`src/rtl/exc_rl_pkg.sv`:
```
package exc_rl_pkg;
  localparam int NCLS  = 5;
  localparam int CLS_W = 3;
  typedef enum logic [CLS_W-1:0] {
    CLS_ERR  = 3'd0,
    CLS_TTL  = 3'd1,
    CLS_MTU  = 3'd2,
    CLS_OPT  = 3'd3,
    CLS_NORT = 3'd4
  } exc_cls_e;
endpackage

```
`src/rtl/exc_classifier.sv`:
```
module exc_classifier
  import exc_rl_pkg::*;
#(
  parameter int TTL_W = 8,
  parameter int LEN_W = 14
) (
  input  logic             csum_err_i,
  input  logic             len_err_i,
  input  logic [TTL_W-1:0] ttl_i,
  input  logic [LEN_W-1:0] pkt_len_i,
  input  logic [LEN_W-1:0] egress_mtu_i,
  input  logic             ip_opts_i,
  input  logic             unicast_i,
  input  logic             no_route_i,
  output logic             hit_o,
  output exc_cls_e         cls_o
);
  logic ttl_bad, mtu_bad, opt_bad;
  assign ttl_bad = ttl_i <= TTL_W'(1);
  assign mtu_bad = pkt_len_i > egress_mtu_i;
  assign opt_bad = ip_opts_i && unicast_i;

  // fixed priority, first match wins
  always_comb begin
    hit_o = 1'b1;
    cls_o = CLS_ERR;
    if (csum_err_i || len_err_i) cls_o = CLS_ERR;
    else if (ttl_bad)            cls_o = CLS_TTL;
    else if (mtu_bad)            cls_o = CLS_MTU;
    else if (opt_bad)            cls_o = CLS_OPT;
    else if (no_route_i)         cls_o = CLS_NORT;
    else                         hit_o = 1'b0;
  end


  always_comb begin
    cls_range_chk: assert (!hit_o || (int'(cls_o) < NCLS));
  end
endmodule

```
`src/rtl/token_bucket.sv`:
```
module token_bucket #(
  parameter int TOK_W = 8
) (
  input  logic             clk_i,
  input  logic             rst_ni,
  input  logic             tick_i,
  input  logic             cfg_we_i,
  input  logic [TOK_W-1:0] cfg_rate_i,
  input  logic [TOK_W-1:0] cfg_burst_i,
  input  logic             take_i,
  output logic             grant_o
);
  logic [TOK_W-1:0] tok_q, rate_q, burst_q, tok_d, after_take;
  logic [TOK_W:0]   sum;

  assign grant_o    = tok_q != '0;
  assign after_take = tok_q - TOK_W'(take_i && grant_o);
  assign sum        = {1'b0, after_take} + (tick_i ? {1'b0, rate_q} : '0);
  assign tok_d      = (sum > {1'b0, burst_q}) ? burst_q : sum[TOK_W-1:0];

  always_ff @(posedge clk_i or negedge rst_ni) begin
    if (!rst_ni) begin
      tok_q   <= '0;
      rate_q  <= '0;
      burst_q <= '0;
    end else begin
      tok_q <= tok_d;
      if (cfg_we_i) begin
        rate_q  <= cfg_rate_i;
        burst_q <= cfg_burst_i;
      end
    end
  end


  cap_chk: assert property (@(posedge clk_i) disable iff (!rst_ni)
    $stable(burst_q) |-> tok_q <= burst_q);

  no_gain_chk: assert property (@(posedge clk_i) disable iff (!rst_ni)
    !$past(tick_i) |-> tok_q <= $past(tok_q));
endmodule

```
`src/rtl/drop_counter.sv`:
```
module drop_counter #(
  parameter int CNT_W = 32
) (
  input  logic             clk_i,
  input  logic             rst_ni,
  input  logic             inc_i,
  output logic [CNT_W-1:0] cnt_o
);
  always_ff @(posedge clk_i or negedge rst_ni) begin
    if (!rst_ni)                   cnt_o <= '0;
    else if (inc_i && ~&cnt_o)     cnt_o <= cnt_o + CNT_W'(1);
  end


  step_chk: assert property (@(posedge clk_i) disable iff (!rst_ni)
    (cnt_o == $past(cnt_o)) || (cnt_o == $past(cnt_o) + CNT_W'(1)));

  sat_hold_chk: assert property (@(posedge clk_i) disable iff (!rst_ni)
    (&$past(cnt_o)) |-> (&cnt_o));
endmodule

```
`src/rtl/exc_rate_limiter.sv`:
```
module exc_rate_limiter
  import exc_rl_pkg::*;
#(
  parameter int TOK_W = 8,
  parameter int CNT_W = 32,
  parameter int LEN_W = 14
) (
  input  logic                  clk_i,
  input  logic                  rst_ni,
  input  logic                  tick_i,
  input  logic                  cfg_we_i,
  input  logic [CLS_W-1:0]      cfg_cls_i,
  input  logic [TOK_W-1:0]      cfg_rate_i,
  input  logic [TOK_W-1:0]      cfg_burst_i,
  input  logic                  pkt_valid_i,
  input  logic                  csum_err_i,
  input  logic                  len_err_i,
  input  logic [7:0]            ttl_i,
  input  logic [LEN_W-1:0]      pkt_len_i,
  input  logic [LEN_W-1:0]      egress_mtu_i,
  input  logic                  ip_opts_i,
  input  logic                  unicast_i,
  input  logic                  no_route_i,
  output logic                  res_valid_o,
  output logic                  res_pass_o,
  output logic                  res_drop_o,
  output logic                  res_exc_o,
  output logic [CLS_W-1:0]      res_cls_o,
  output logic [NCLS*CNT_W-1:0] drop_cnt_o
);
  logic     hit;
  exc_cls_e cls;
  logic [NCLS-1:0] take_v, grant_v;
  logic any_grant;

  exc_classifier #(.TTL_W(8), .LEN_W(LEN_W)) u_cls (
    .csum_err_i, .len_err_i, .ttl_i, .pkt_len_i, .egress_mtu_i,
    .ip_opts_i, .unicast_i, .no_route_i,
    .hit_o(hit), .cls_o(cls)
  );

  for (genvar c = 0; c < NCLS; c++) begin : g_cls
    logic sel;
    assign sel       = pkt_valid_i && hit && (cls == exc_cls_e'(c));
    assign take_v[c] = sel;

    token_bucket #(.TOK_W(TOK_W)) u_tb (
      .clk_i, .rst_ni, .tick_i,
      .cfg_we_i   (cfg_we_i && (cfg_cls_i == CLS_W'(c))),
      .cfg_rate_i, .cfg_burst_i,
      .take_i     (sel),
      .grant_o    (grant_v[c])
    );

    drop_counter #(.CNT_W(CNT_W)) u_dc (
      .clk_i, .rst_ni,
      .inc_i (sel && !grant_v[c]),
      .cnt_o (drop_cnt_o[c*CNT_W +: CNT_W])
    );
  end

  assign any_grant = |(take_v & grant_v);

  always_ff @(posedge clk_i or negedge rst_ni) begin
    if (!rst_ni) begin
      res_valid_o <= 1'b0;
      res_pass_o  <= 1'b0;
      res_drop_o  <= 1'b0;
      res_exc_o   <= 1'b0;
      res_cls_o   <= '0;
    end else begin
      res_valid_o <= pkt_valid_i;
      res_pass_o  <= pkt_valid_i && (!hit || any_grant);
      res_drop_o  <= pkt_valid_i && hit && !any_grant;
      res_exc_o   <= pkt_valid_i && hit;
      res_cls_o   <= (pkt_valid_i && hit) ? cls : '0;
    end
  end


  latency_chk: assert property (@(posedge clk_i) disable iff (!rst_ni)
    res_valid_o == $past(pkt_valid_i));

  excl_chk: assert property (@(posedge clk_i) disable iff (!rst_ni)
    !(res_pass_o && res_drop_o));

  bypass_chk: assert property (@(posedge clk_i) disable iff (!rst_ni)
    (res_valid_o && !res_exc_o) |-> res_pass_o);
endmodule

```
`config.mk`:
```
export PLATFORM = sky130hd
export DESIGN_NAME = exc_rate_limiter
export DESIGN_NICKNAME = d
export VERILOG_FILES = /design/src/rtl/exc_rl_pkg.sv /design/src/rtl/exc_classifier.sv /design/src/rtl/token_bucket.sv /design/src/rtl/drop_counter.sv /design/src/rtl/exc_rate_limiter.sv
export SDC_FILE = /design/constraint.sdc
export NUM_CORES = 1
export LEC_CHECK = 0
export ABC_AREA = 1
export CAP_MARGIN = 20
export CORE_ASPECT_RATIO = 1.5
export CORE_MARGIN = 8
export CORE_UTILIZATION = 58
export CTS_CLUSTER_SIZE = 25
export DETAILED_ROUTE_END_ITERATION = 6
export PLACE_DENSITY = 0.94
export SYNTH_ARGS = -nofsm -noshare
export SYNTH_HDL_FRONTEND = slang
export SYNTH_SLANG_ARGS = --single-unit
```
`constraint.sdc`:
```
create_clock -name clk_i -period 11.75 [get_ports clk_i]
set_input_delay 1.175 -clock clk_i [delete_from_list [all_inputs] [get_ports clk_i]]
set_output_delay 1.175 -clock clk_i [all_outputs]
set_load 0.03 [all_outputs]
```
* Yosys cells after proc, flatten, opt, wreduce, memory -nomap -nowiden
Index checks and enable logic that the tools add are counted.
W data, S select, Z words.
** Word-level totals
- Bits in registers :: 287
- Input port bits :: 65
- Output and inout bits :: 167
- Word-level logic and storage cells :: 133
** Cells by class
- Add/sub/neg operators :: 15
- $lt $le $gt $ge :: 7
- Equality and inequality tests :: 8
- Muxes and demuxes :: 21
- Bitwise gates (word level) :: 1
- Reduce and logical (&&, ||, !) cells :: 56
** Operators by type and width (number)
- $add A32 B1 Y32 const B :: 5
- $reduce_and A32 Y1 :: 5
- $mux W8 :: 10
- $add A8 B9 Y9 :: 5
- $gt A9 B8 Y1 :: 5
- $reduce_bool A8 Y1 :: 5
- $sub A8 B1 Y8 :: 5
- $logic_and A1 B1 Y1 :: 29
- $mux W3 :: 6
- $gt A14 B14 Y1 :: 1
- $eq A3 B2 Y1 const B :: 4
- $logic_not A1 Y1 :: 12
- $le A8 B1 Y1 const B :: 1
- $eq A3 B1 Y1 const B :: 2
- $eq A3 B3 Y1 const B :: 2
- $logic_not A3 Y1 :: 2
- $and A5 B5 Y5 :: 1
- $mux W1 :: 5
- $reduce_or A5 Y1 :: 1
- $logic_or A1 B1 Y1 :: 2

* Longest topological paths before layout
- Depth in word-level cells :: 12
- Mapped depth :: 35
- Gate-level depth less buffers :: 34

* Hierarchy
Synthesis repeated with hierarchy kept, for this count alone.
** Unflattened totals
- Cell total of the unflattened synthesis :: 2892
- Area, all modules :: 20145.6 µm²
** By module, submodules not included
- drop_counter :: instances 5, cells each 341, area an instance 2143.3 µm², sequential area each 800.8 µm²
- token_bucket at g_cls[0].u_tb ... :: instances 2, cells each 212, area an instance 1709.1 µm², sequential area each 600.6 µm²
- token_bucket at g_cls[2].u_tb ... :: instances 2, cells each 204, area an instance 1701.6 µm², sequential area each 600.6 µm²
- token_bucket at g_cls[4].u_tb :: instances 1, cells each 205, area an instance 1704.1 µm², sequential area each 600.6 µm²
- exc_classifier :: instances 1, cells each 89, area an instance 483.0 µm², sequential area each 0.0 µm²
- exc_rate_limiter :: instances 1, cells each 61, area an instance 420.4 µm², sequential area each 175.2 µm²

* Least setup slack after synthesis
OpenSTA, ideal clock, no wires.
- Path kind :: input-to-reg
- Start :: in egress_mtu_i[13]
- End :: reg g_cls[3].u_tb.tok_q[0]
- Library setup time :: 0.132 ns
- Arrival :: 5.329 ns
- Data required time :: 11.618 ns
- Slack :: 6.290 ns
- Stages on the path :: 29
- Buffers on the path :: 1
- Path through :: inv_1 ha_1 nand2_1 nor2_2 inv_2 nor2_2 nand4_1 nand2_2 nand3_1 nand2_2 nor2_1 nand3_1 inv_1 ha_1 ha_1 fa_1 o21ai_0 a21oi_1 o21bai_1 xor2_1 inv_1 ha_1 nand2_1 o21bai_1 a21boi_0 o22ai_1 nand2_1 clkbuf_1 o21ai_0
** On the way
- Longest elaborated chain between the ends :: 11
- Elaborated cells on any way between the ends :: 15
- Those cells by class :: 2 x add/sub; 2 x order compare; 1 x eq/ne; 7 x mux; 3 x reduce/logical
** RTL lines
- from (decl) :: line exc_rate_limiter.sv:20 : input logic [LEN_W-1:0] egress_mtu_i,
- $gt A14 B14 Y1 * :: line exc_classifier.sv:20 : assign mtu_bad = pkt_len_i > egress_mtu_i;
- $mux W3 or $mux W1 (tied branches) :: line exc_classifier.sv:29 : else if (mtu_bad) cls_o = CLS_MTU;
- $mux W3 or $mux W1 (tied branches) :: line exc_classifier.sv:28 : else if (ttl_bad) cls_o = CLS_TTL;
- $mux W3 or $mux W1 (tied branches) :: line exc_classifier.sv:27 : if (csum_err_i || len_err_i) cls_o = CLS_ERR;
- $eq A3 B2 Y1 or $logic_and A1 B1 Y1 (tied branches) :: line exc_rate_limiter.sv:44 : assign sel = pkt_valid_i && hit && (cls == exc_cls_e'(c));
- $logic_and A1 B1 Y1 * :: line exc_rate_limiter.sv:44
- $logic_and A1 B1 Y1 * :: line token_bucket.sv:17 : assign after_take = tok_q - TOK_W'(take_i && grant_o);
- $sub A8 B1 Y8 * :: line token_bucket.sv:17
- $add A8 B9 Y9 * :: line token_bucket.sv:18 : assign sum = {1'b0, after_take} + (tick_i ? {1'b0, rate_q} : '0);
- $gt A9 B8 Y1 :: line token_bucket.sv:19 : assign tok_d = (sum > {1'b0, burst_q}) ? burst_q : sum[TOK_W-1:0];
- $mux W8 * :: line token_bucket.sv:19
- via g_cls[3].u_tb.tok_d[0] :: line token_bucket.sv:13 : logic [TOK_W-1:0] tok_q, rate_q, burst_q, tok_d, after_take;
- to (signal assigned) :: line token_bucket.sv:27 : tok_q <= tok_d;
- to (decl) :: line token_bucket.sv:13
The timed path passes the listed nets; every way through them passes the cells marked *.
A chain may end at the register's enable or synchronous reset.

* Worst setup path in the final report
- Start :: in egress_mtu_i[13]
- End :: reg g_cls[0].u_tb.tok_q[2]
** On the way
- Longest elaborated chain between the ends :: 11
- Elaborated cells on any way between the ends :: 15
- Those cells by class :: 2 x add/sub; 2 x order compare; 7 x mux; 4 x reduce/logical
** RTL lines (line)
- $gt A14 B14 Y1 * :: exc_classifier.sv:20
- $mux W3 or $mux W1 (tied branches) :: exc_classifier.sv:29
- $mux W3 or $mux W1 (tied branches) :: exc_classifier.sv:28
- $mux W3 or $mux W1 (tied branches) :: exc_classifier.sv:27
- $logic_not A3 Y1 or $logic_and A1 B1 Y1 (tied branches) :: exc_rate_limiter.sv:44
- $logic_and A1 B1 Y1 * :: exc_rate_limiter.sv:44
- $logic_and A1 B1 Y1 * :: token_bucket.sv:17
- $sub A8 B1 Y8 * :: token_bucket.sv:17
- $add A8 B9 Y9 * :: token_bucket.sv:18
- $gt A9 B8 Y1 :: token_bucket.sv:19
- $mux W8 * :: token_bucket.sv:19
- via g_cls[0].u_tb.tok_d[2] :: token_bucket.sv:13
- to (signal assigned) :: token_bucket.sv:27
- to (decl) :: token_bucket.sv:13
Marks and branches as above.

==> flow_summary_export.csv <==
group,metric,value,unit
outcome,status,"complete, but fails checks",
outcome,violations,"DRC",
global_routing,grt_overflow,0,
cts,cts_sinks,287,
placed_design,gp_congestion,0.9544,
global_routing,grt_max_degree,80,
detailed_routing,routed_wl,53250,µm
placed_design,place_hpwl,39330,µm
critical_path,crit_path_max_fanout,15,
sta,slew_viol_final,0,
sta,max_slew_margin,27.35,%
sta,period_needed,6248,ps
floorplan,coreArea,31630,µm²
critical_path,critPathLaunchType,"primary input",
cts,hold_buffers,0,
critical_path,r2r_slack,6840,ps
cts,cts-htree-levels,1,
sta,whs,485.9,ps
global_routing,grt_pass1_wl,85750,µm
global_routing,antenna_found_initial,0,
floorplan,io_pins,232,
cells_and_area,area_delta_synth_final,19.80,%
detailed_routing,vias_per_cell,5.659,
flow_run,cap_violations,0,
cts,root_buffer,"clkbuf_16",
synthesis,syn_avg_cell_area,7.557,µm²
sta,fmax,160.0,MHz
global_routing,grt_usage,27.14,%
cts,post_cts_buffers,0,
sta,tns,0,ps
sta,final_hold_viol_count,0,
sta,final-setup-viol-count,0,
power,power_density,163.1,nW/µm²
critical_path,slowest_stage,"clkdlybuf4s50_1",
critical_path,crit_buf_inv,6,
cts,worstSkewPairLatency,570,ps
detailed_routing,dr.first_iter.drc_count,1425,
cells_and_area,final_util,70.12,%
floorplan,dieArea,38010,µm²
global_routing,grt_pass1_vias,17770,
critical_path,crit_top_cell,"nand2_1",
cells_and_area,drive_above_1_share,3.239,%
sta,worst_slack,5502,ps
critical_path,end_kind,"flop",
detailed_routing,vias,17520,
synthesis,synth_cells,2450,
worst_hold_path,min_path_type,"flop to flop",
critical_path,crit_arrival,6690,ps
critical_path,critical_path_required,12190,ps
cts,clk_pin_slew,60,ps
critical_path,worstSetupPathType,"primary input to flop",
floorplan,start_util,58.53,%
cells_and_area,antennaDiodeCount,0,
placed_design,place_inst,3041,
sta,final.period_utilization,53.18,%
synthesis,yosys_register_bits,287,
critical_path,critical-path-top-delay-family,"simple AND/OR/NAND/NOR gates",
synthesis,synth_seq_area_share,38.79,%
floorplan,die_w,161.9,µm
critical_path,max_stage_delay,470,ps
floorplan,die_height,234.8,µm
synthesis,synth_warnings,0,
placed_design,portBuffers,230,
power,peakVddDrop,161.8,µV
detailed_routing,dr.pass1.iters,7,
detailed_routing,drc,1,
cts,clock_path_buffers,3,
sta,skew,24.07,ps
detailed_routing,wl_per_cell,17.20,µm
synthesis,synth.distinct_cells,44,
floorplan,rows,80,
cts,cts.repair.resized,0,
cts,numCtsBuffers,29,
cells_and_area,stdcell_count,3096,
cells_and_area,final_nets,2844,
synthesis,synth_fp_nets,2629,
power,p_leak,10.73,nW
synthesis,synth_area,18510,µm²
detailed_routing,antenna_left,0,
sta,rsz0062_at_grt,"no",
placed_design,preCtsSetupSlack,4956,ps
sta,worst_slew_pin_slew,1089,ps
cts,cts_tree,"built",
## path summary, 6_finish.rpt
check                                         start                        to  cells after the start
max                                egress_mtu_i[13]    g_cls[0].u_tb.tok_q[2]                     31
max reg2reg                  g_cls[4].u_tb.tok_q[2]    g_cls[4].u_tb.tok_q[2]                     22
max in group asynchronous                    rst_ni    g_cls[4].u_dc.cnt_o[1]                      2
min reg2reg                g_cls[3].u_tb.burst_q[7]  g_cls[3].u_tb.burst_q[7]                      2
min in group asynchronous                    rst_ni  g_cls[1].u_tb.burst_q[3]                      1
min                        g_cls[3].u_tb.burst_q[7]  g_cls[3].u_tb.burst_q[7]                      2
## worst reg2reg max path, stage by stage, from the launching register on
cell and delay, ps:
dfrtp_1 410, nor2_1 170, nand2_1 80, inv_1 80, nand4_1 290, nand2_1 230, inv_1 90, ha_1 210
ha_1 320, fa_1 470, o21ai_0 330, a21oi_1 150, o21bai_1 220, xor2_1 210, inv_1 70, ha_1 290
nand2_1 80, o21bai_1 150, a21boi_0 160, o22ai_1 90, nand2_1 370, nor2_1 150, a21oi_1 220
## cell usage in the layout, fill, tap and decap left out, types with 6 or more instances in the layout
| cell | n |
|---|---|
| dfrtp_1 | 287 |
| xnor2_1 | 63 |
| clkbuf_16 | 30 |
| clkdlybuf4s50_1 | 229 |
| nor3_1 | 91 |
| nor4_1 | 34 |
| o21ai_0 | 142 |
| inv_1 | 345 |
| xor2_1 | 142 |
| nor2_1 | 170 |
| ha_1 | 109 |
| clkbuf_1 | 6 |
| nand4_1 | 74 |
| nand2_1 | 675 |
| o21bai_1 | 13 |
| buf_4 | 7 |
| a21oi_1 | 65 |
| o21ai_1 | 40 |
| nand2_2 | 6 |
| nand3_1 | 81 |
## cell families (layout without fill, tap and decap cells)
| kind of cell | Yosys count | in the layout | share of synthesized area [%] |
|---|---|---|---|
| XOR/XNOR | 205 | 205 | 9.698 |
| flip-flops | 287 | 287 | 38.79 |
| AND/OR/NAND/NOR | 1167 | 1167 | 27.45 |
| AO/OA/AOI/OAI | 272 | 272 | 7.657 |
| buffers and inverters | 405 | 641 | 8.495 |
| adder cells (fa/ha/maj) | 114 | 114 | 7.907 |
## registers in the layout, indices dropped and copies added (netlist names)
register	flops
res_cls_o	3
g_cls.u_dc.cnt_o	160
res_drop_o	1
res_pass_o	1
g_cls.u_tb.burst_q	40
g_cls.u_tb.rate_q	40
g_cls.u_tb.tok_q	40
res_valid_o	1
res_exc_o	1
## layout make-up
class                   instances  area [µm²]
clock buffers                  39       803.3
repair buffers                240        2427
flip-flops and latches        287        7182
multi-input cells            1758        9759
inverters                     349        1313
clock inverters                13       182.7
fillers                      2376        9450
well taps                     410       513.0
## metrics by stage
step,total power [mW],area [µm²]
after floorplan,2.230,18510
after global placement,2.503,21130
after detailed placement,2.617,21130
after CTS,3.607,22110
after global routing,3.854,22180
final,3.618,22180
## power breakdown
| part | internal (mW) | switching, mW | leakage [nW] | total [mW] |
|---|---|---|---|---|
| clock network | 0.567 | 0.408 | 0.471 | 0.976 |
| logic | 0.505 | 0.875 | 6.55 | 1.38 |
| registers | 1.14 | 0.123 | 3.71 | 1.26 |
## per-layer routing
layer	share of wire (%)	routed length (µm)	GRT usage, %
met1	35	18610	28.29
met4	6.0	3186	16.80
met2	53	28160	50.43
met5	0	0	0
met3	6.2	3293	3.290
## cells in the mapped netlist
library cell / number / share of area (%)
nand2_1: 675 / 14
inv_1: 345 / 7.0
dfrtp_1: 287 / 39
nor2_1: 170 / 3.4
o21ai_0: 142 / 3.8
xor2_1: 142 / 6.7
ha_1: 109 / 7.4
nor3_1: 91 / 2.5
nand3_1: 81 / 2.2
nand4_1: 74 / 2.5
a21oi_1: 65 / 1.8
xnor2_1: 63 / 3.0
o21ai_1: 40 / 1.1
clkbuf_1: 34 / 0.69
nor4_1: 34 / 1.1
buf_2: 13 / 0.35
o21bai_1: 13 / 0.53
nand2_2: 6 / 0.20
a21boi_0: 5 / 0.20
fa_1: 5 / 0.54
nor2_2: 5 / 0.17
nand3b_1: 4 / 0.16
o22ai_1: 4 / 0.14
buf_1: 3 / 0.061
buf_4: 3 / 0.12
buf_6: 3 / 0.18
inv_2: 3 / 0.061
nor2_4: 3 / 0.18
nor3b_1: 3 / 0.12
or2_1: 3 / 0.10
or3_1: 3 / 0.10
a31oi_1: 2 / 0.068
and3_1: 2 / 0.068
nand2_4: 2 / 0.12
nand3_2: 2 / 0.11
nor3_4: 2 / 0.18
nor4_2: 2 / 0.14
inv_4: 1 / 0.034
nand4_2: 1 / 0.068
nor2_8: 1 / 0.11
nor4_4: 1 / 0.11
nor4b_1: 1 / 0.047
o32ai_1: 1 / 0.047
or2_2: 1 / 0.034
No activity file was read; power rests on OpenSTA's default activity.
